$ cat src/rtl/txb_pkg.sv
package txb_pkg;

    localparam int          WIN_FRAC   = 8;
    localparam logic [15:0] WIN_INIT   = 16'd691;    // 2.7 in Q8.8
    localparam logic [15:0] WIN_MAX    = 16'hFF00;   // 255 slots
    localparam logic [15:0] LFSR_TAPS  = 16'hB400;

    typedef enum logic [1:0] {
        ST_IDLE    = 2'd0,
        ST_ACTIVE  = 2'd1,
        ST_BACKOFF = 2'd2
    } tx_state_e;

    typedef struct packed {
        logic [15:0] win;
        logic [7:0]  attempt;
    } bo_state_t;

    // grow the window by 1.1 with rounding, saturating at WIN_MAX
    function automatic logic [15:0] win_grow(input logic [15:0] w);
        logic [19:0] scaled;
        logic [19:0] quot;
        scaled = ({4'd0, w} * 20'd11) + 20'd5;
        quot   = scaled / 20'd10;
        if (quot > {4'd0, WIN_MAX})
            return WIN_MAX;
        return quot[15:0];
    endfunction

    // round the Q8 window up to a whole slot count
    function automatic logic [7:0] win_ceil(input logic [15:0] w);
        logic [16:0] sum;
        sum = {1'b0, w} + 17'd255;
        return sum[15:8];
    endfunction

    // uniform draw in [0, lim) from a 16-bit random word
    function automatic logic [7:0] scale_draw(input logic [15:0] rnd,
                                              input logic [7:0]  lim);
        logic [23:0] prod;
        prod = {8'd0, rnd} * {16'd0, lim};
        return prod[23:16];
    endfunction

endpackage

$ cat src/rtl/txb_fifo.sv
module txb_fifo #(
    parameter int DW    = 8,
    parameter int DEPTH = 8,
    localparam int AW   = $clog2(DEPTH),
    localparam int CW   = $clog2(DEPTH + 1)
) (
    input  logic          clk,
    input  logic          rst,
    input  logic          push,
    input  logic [DW-1:0] din,
    input  logic          pop,
    output logic [DW-1:0] head,
    output logic          full,
    output logic          empty,
    output logic [CW-1:0] count
);
    logic [DW-1:0] mem [DEPTH];
    logic [AW-1:0] wr_ptr;
    logic [AW-1:0] rd_ptr;

    localparam logic [CW-1:0] CNT_FULL = CW'(DEPTH);
    localparam logic [AW-1:0] PTR_LAST = AW'(DEPTH - 1);

    assign full  = (count == CNT_FULL);
    assign empty = (count == '0);
    assign head  = mem[rd_ptr];

    always_ff @(posedge clk) begin
        if (rst) begin
            wr_ptr <= '0;
            rd_ptr <= '0;
            count  <= '0;
        end else begin
            if (push) begin
                wr_ptr <= (wr_ptr == PTR_LAST) ? '0 : wr_ptr + 1'b1;
            end
            if (pop) begin
                rd_ptr <= (rd_ptr == PTR_LAST) ? '0 : rd_ptr + 1'b1;
            end
            case ({push, pop})
                2'b10:   count <= count + 1'b1;
                2'b01:   count <= count - 1'b1;
                default: count <= count;
            endcase
        end
    end

    generate
        for (genvar i = 0; i < DEPTH; i++) begin : g_slot
            always_ff @(posedge clk) begin
                if (rst) begin
                    mem[i] <= '0;
                end else if (push && (wr_ptr == AW'(i))) begin
                    mem[i] <= din;
                end
            end
        end
    endgenerate

endmodule

$ cat src/rtl/txb_slot.sv
module txb_slot #(
    parameter int SLOT_LEN = 4,
    localparam int SW      = (SLOT_LEN > 1) ? $clog2(SLOT_LEN) : 1
) (
    input  logic          clk,
    input  logic          rst,
    output logic [SW-1:0] phase,
    output logic          pre_edge
);
    localparam logic [SW-1:0] PH_LAST = SW'(SLOT_LEN - 1);

    assign pre_edge = (phase == PH_LAST);

    always_ff @(posedge clk) begin
        if (rst)
            phase <= '0;
        else if (pre_edge)
            phase <= '0;
        else
            phase <= phase + 1'b1;
    end

endmodule

$ cat src/rtl/txb_lfsr.sv
module txb_lfsr #(
    parameter logic [15:0] SEED = 16'hACE1
) (
    input  logic        clk,
    input  logic        rst,
    output logic [15:0] rnd
);
    import txb_pkg::*;

    always_ff @(posedge clk) begin
        if (rst)
            rnd <= SEED;
        else if (rnd[0])
            rnd <= (rnd >> 1) ^ LFSR_TAPS;
        else
            rnd <= rnd >> 1;
    end

endmodule

$ cat src/rtl/txb_backoff.sv
module txb_backoff (
    input  logic        clk,
    input  logic        rst,
    input  logic        collide,
    input  logic        accept,
    input  logic [15:0] rnd,
    output logic [7:0]  attempt,
    output logic [7:0]  draw
);
    import txb_pkg::*;

    bo_state_t cur;

    assign attempt = cur.attempt;
    assign draw    = scale_draw(rnd, win_ceil(cur.win));

    always_ff @(posedge clk) begin
        if (rst) begin
            cur.win     <= WIN_INIT;
            cur.attempt <= 8'd1;
        end else if (accept) begin
            cur.win     <= WIN_INIT;
            cur.attempt <= 8'd1;
        end else if (collide) begin
            cur.win     <= win_grow(cur.win);
            cur.attempt <= (cur.attempt == 8'hFF) ? 8'hFF : cur.attempt + 8'd1;
        end
    end

endmodule

$ cat src/rtl/txq_backoff_top.sv
module txq_backoff_top #(
    parameter int          DW       = 8,
    parameter int          DEPTH    = 8,
    parameter int          PKT_CYC  = 3,
    parameter int          SLOT_LEN = 4,
    parameter logic [15:0] SEED     = 16'hACE1,
    localparam int         CW       = $clog2(DEPTH + 1),
    localparam int         SW       = (SLOT_LEN > 1) ? $clog2(SLOT_LEN) : 1,
    localparam int         WW       = $clog2(PKT_CYC + 2)
) (
    input  logic          clk,
    input  logic          rst,
    input  logic          enq_valid,
    input  logic [DW-1:0] enq_data,
    output logic          enq_ready,
    output logic          lane_valid,
    output logic [DW-1:0] lane_data,
    input  logic          confirm,
    output logic [7:0]    retry_count
);
    import txb_pkg::*;

    localparam logic [WW-1:0] WIN_LAST = WW'(PKT_CYC + 1);
    localparam logic [WW-1:0] SEND_END = WW'(PKT_CYC);

    tx_state_e     st;
    logic [WW-1:0] win_cnt;
    logic [7:0]    bo_cnt;
    logic [7:0]    draw;
    logic [15:0]   rnd;
    logic [SW-1:0] slot_cnt;
    logic          slot_pre;
    logic [DW-1:0] q_head;
    logic          q_full;
    logic          q_empty;
    logic [CW-1:0] q_cnt;
    logic          q_push;
    logic          q_pop;
    logic          win_open;
    logic          collide;

    assign enq_ready  = !q_full;
    assign q_push     = enq_valid && !q_full;
    assign win_open   = (st == ST_ACTIVE);
    assign q_pop      = win_open && confirm;
    assign collide    = win_open && !confirm && (win_cnt == WIN_LAST);
    assign lane_valid = win_open && (win_cnt < SEND_END);
    assign lane_data  = lane_valid ? q_head : '0;

    txb_fifo #(.DW(DW), .DEPTH(DEPTH)) u_fifo (
        .clk   (clk),
        .rst   (rst),
        .push  (q_push),
        .din   (enq_data),
        .pop   (q_pop),
        .head  (q_head),
        .full  (q_full),
        .empty (q_empty),
        .count (q_cnt)
    );

    txb_slot #(.SLOT_LEN(SLOT_LEN)) u_slot (
        .clk      (clk),
        .rst      (rst),
        .phase    (slot_cnt),
        .pre_edge (slot_pre)
    );

    txb_lfsr #(.SEED(SEED)) u_lfsr (
        .clk (clk),
        .rst (rst),
        .rnd (rnd)
    );

    txb_backoff u_bo (
        .clk     (clk),
        .rst     (rst),
        .collide (collide),
        .accept  (q_pop),
        .rnd     (rnd),
        .attempt (retry_count),
        .draw    (draw)
    );

    always_ff @(posedge clk) begin
        if (rst) begin
            st      <= ST_IDLE;
            win_cnt <= '0;
            bo_cnt  <= '0;
        end else begin
            case (st)
                ST_IDLE: begin
                    if (!q_empty && slot_pre) begin
                        st      <= ST_ACTIVE;
                        win_cnt <= '0;
                    end
                end
                ST_ACTIVE: begin
                    if (confirm) begin
                        st <= ST_IDLE;
                    end else if (win_cnt == WIN_LAST) begin
                        st     <= ST_BACKOFF;
                        bo_cnt <= draw;
                    end else begin
                        win_cnt <= win_cnt + 1'b1;
                    end
                end
                ST_BACKOFF: begin
                    if (slot_pre) begin
                        if (bo_cnt == 8'd0) begin
                            st      <= ST_ACTIVE;
                            win_cnt <= '0;
                        end else begin
                            bo_cnt <= bo_cnt - 8'd1;
                        end
                    end
                end
                default: st <= ST_IDLE;
            endcase
        end
    end

endmodule

$ cat config.mk
export PLATFORM = sky130hd
export DESIGN_NAME = txq_backoff_top
export DESIGN_NICKNAME = d
export VERILOG_FILES = /design/src/rtl/txb_pkg.sv /design/src/rtl/txb_fifo.sv /design/src/rtl/txb_slot.sv /design/src/rtl/txb_lfsr.sv /design/src/rtl/txb_backoff.sv /design/src/rtl/txq_backoff_top.sv
export SDC_FILE = /design/constraint.sdc
export NUM_CORES = 1
export LEC_CHECK = 0
export BUFFER_PORTS_ARGS = -buffer_cell sky130_fd_sc_hd__buf_2
export CAP_MARGIN = 20
export CORE_MARGIN = 3
export CORE_UTILIZATION = 55
export CTS_BUF_LIST = sky130_fd_sc_hd__clkbuf_8
export CTS_CLUSTER_SIZE = 8
export DETAILED_ROUTE_END_ITERATION = 16
export PLACE_DENSITY_LB_ADDON = 0.15
export SYNTH_ARGS = -nofsm -noshare
export SYNTH_HDL_FRONTEND = slang
export SYNTH_SLANG_ARGS = --single-unit
$ cat constraint.sdc
create_clock -name clk -period 15.8 [get_ports clk]
set_input_delay 1.58 -clock clk [delete_from_list [all_inputs] [get_ports clk]]
set_output_delay 1.58 -clock clk [all_outputs]
set_load 0.02 [all_outputs]
==> metrics.txt <==
outcome finished clean; Die W 163 um; WL final 29,800 um; post-synthesis mux area share 3.72%; CP max-delay cell nor2_1; Top Ports 30; cell-internal power 0.568 mW; Startpoint Class flip-flop; vias in the first global route 10,210; Final TNS setup 0 ps; dpl ws 5720 ps; slew margin rel. 33.1%; crit path max fanout 13; Cell Area, Synth 13,500 um2; YS warnings 0; Worst-Skew Late Latency 440 ps; via/cell ratio 5.92; CP arrival 10,630 ps; Power Density 56.0 nW/um2; DRC 0; Synth Area in Adders 24.8%; top_reg_cell synth dfxtp_1; hold buffers post-CTS 0; Worst path max stage delay 640 ps; post-route clock period utilization 64.9%; post-DP HPWL 22,100 um; Longest Clk Path Bufs 2; largest family of logic cells by synthesized area adder cells; total gr overflow 0; TritonCTS clock tree built; DRT antenna net count 0; crit path kind flip-flop to flip-flop; port bufs 29; fin nets 1,669; DR pass1 iterations 5; Area Growth Syn to Fin 4.99%; count of flip-flops with a built-in enable after synthesis 64; drt initial violations 680; share of cells above drive strength 1 9.45%; Mapped Nets 1,685; largest net degree at the start of global routing 52; RSZ-0062 raised after global routing false; CTS Root Cell clkbuf_8; starting density of the core 56.7%; overall power 0.794 mW; num rows 56; via count 10,534; PostCTS Resize Cnt 0; share of async-settable or async-resettable flops after synthesis 0%; first-pass GRT wire length 50,500 um; Sequential Power Share 48.6%; number of fillers in the final layout 2,095; Post-CTS Setup Repair Bufs 0; sw frac 28.5%; Die ar. 26,500 um2; fin. max-slew vios 0; Tmin final 10,250 ps; Clock transition at path regs 80 ps; Routed WL per cell 16.8 um; Worst Slack Setup Final 5550 ps; Placeable Area 23,800 um2; final hold vios 0; Leak 6.48 nW; Synth Register Bits 132; initial antenna violation count 0; Gate power share 14.9%; max cap viols 0; Synth Area in Compound Gates 17.0%; Ant. Diodes 0; CP endpoint kind flip-flop; Worst-Margin Slew 999 ps; Clk pwr share 36.5%; clock skew 14.5 ps; commonest non-fill, non-tap cell in the layout nand2_1; H-tree levels 4; Worst Path Required 16,180 ps; Synth Area in Simple Gates 19.8%; clock tree sinks 132; fmax 0.0976 GHz; # setup viols final 0; Post-Syn Instances 1,464; die extent in y 163 um; total track usage 23.1%; CTS Buf Count 17; Cell variety after synth 96; post-synthesis sequential area ratio 24.3%; XOR/XNOR share of the synthesized area 3.96%; most frequent cells in the layout 136 x nand2_1, 119 x inv_1, 113 x ha_1; routability congestion estimate 0.873; sw power 0.227 mW; Worst Hold Class flip-flop to flip-flop; VDD IR max 0.0512 mV; syn avg cell area 9.23 um2
per-layer routing:
layer | vias to the layer above | GRT usage (%) | share of wire [%]
met5 | - | 0 | 0
met4 | 0 | 5.27 | 0.95
met3 | 23 | 2.70 | 4.5
met2 | 263 | 39.2 | 49
met1 | 5091 | 32.0 | 46
li1 | 5157 | - | -
worst max-delay path, delay by kind of cell, from the launching register on:
kind,cells,cell delay (ps)
adders and majority gates,4,1490
and+or+nand+nor,6,2420
AOI/OAI and AO/OA,16,5070
buffers and inverters,1,120
muxes,2,570
DFF,1,520
power by group through the flow:
stage / Clock, mW / Combinational, mW / Sequential [mW]
after floorplan: 0 / 0.0957 / 0.385
after global placement: 0 / 0.115 / 0.393
after detailed placement: 0 / 0.118 / 0.394
after CTS: 0.296 / 0.119 / 0.386
after global routing: 0.310 / 0.136 / 0.388
final: 0.290 / 0.119 / 0.386
metrics by stage:
stage                     cells  instance area, um2  utilization, %  hold slack, ps
after floorplan            1464               13500               -             408
after global placement     1746               13800            57.8             421
after detailed placement   1746               13800            57.8             428
after CTS                  1778               14200            59.5             439
after global routing       1780               14200            59.5             460
final                      1780               14200            59.5             438
area by class of cell:
class	instances	area, um2	area share, %
Tap cell	319	399	2.81
Sequential cell	132	3280	23.2
Timing Repair Buffer	46	273	1.92
Multi-Input combinational cell	1133	9380	66.1
Clock inverter	15	170	1.20
Clock buffer	17	234	1.65
Inverter	118	443	3.12
cell families (layout without fill, tap and decap cells):
logic type      after synthesis  after routing
simple gates                512            512
compound gates              319            319
fa+ha+maj                   211            211
buf+inv                     199            196
flops                       132            132
xor+xnor                     61             61
mux                          30             30
state kept, by name, indices dropped and copies added, names as in the netlist, named ones only:
register and flops:
u_fifo.wr_ptr 3, u_fifo.rd_ptr 3, u_fifo.count 4, u_bo.attempt 8, bo_cnt 8, u_slot.phase 2, win_cnt 3, u_fifo.mem 64
u_bo.cur 16, u_lfsr.rnd 16, st 2
synthesized netlist by cell type, types with 24 or more instances:
master	count	share of area (%)
clkbuf_1	44	1.2
nor3_1	33	1.2
nand2_1	136	3.8
xnor2_1	37	2.4
nor2b_1	53	2.5
a21oi_1	78	2.9
and2_1	47	2.2
fa_1	96	14
dfxtp_1	68	10
nor2_1	75	2.1
xor2_1	24	1.6
o21ai_0	37	1.4
edfxtp_1	64	14
and3_1	48	2.2
ha_1	113	10
inv_1	118	3.3
a21o_1	34	1.9
nand3_1	32	1.2
final timing paths:
kind                                      start         endpoint  slack, ps  depth (start not counted)
worst min-delay path            u_slot.phase[0]  u_slot.phase[0]        440                          1
worst max-delay path               u_bo.cur[16]     u_bo.cur[21]       5550                         29
worst min register to register  u_slot.phase[0]  u_slot.phase[0]        440                          1
worst max register to register     u_bo.cur[16]     u_bo.cur[21]       5550                         29
(Power assumes the default switching activity.)
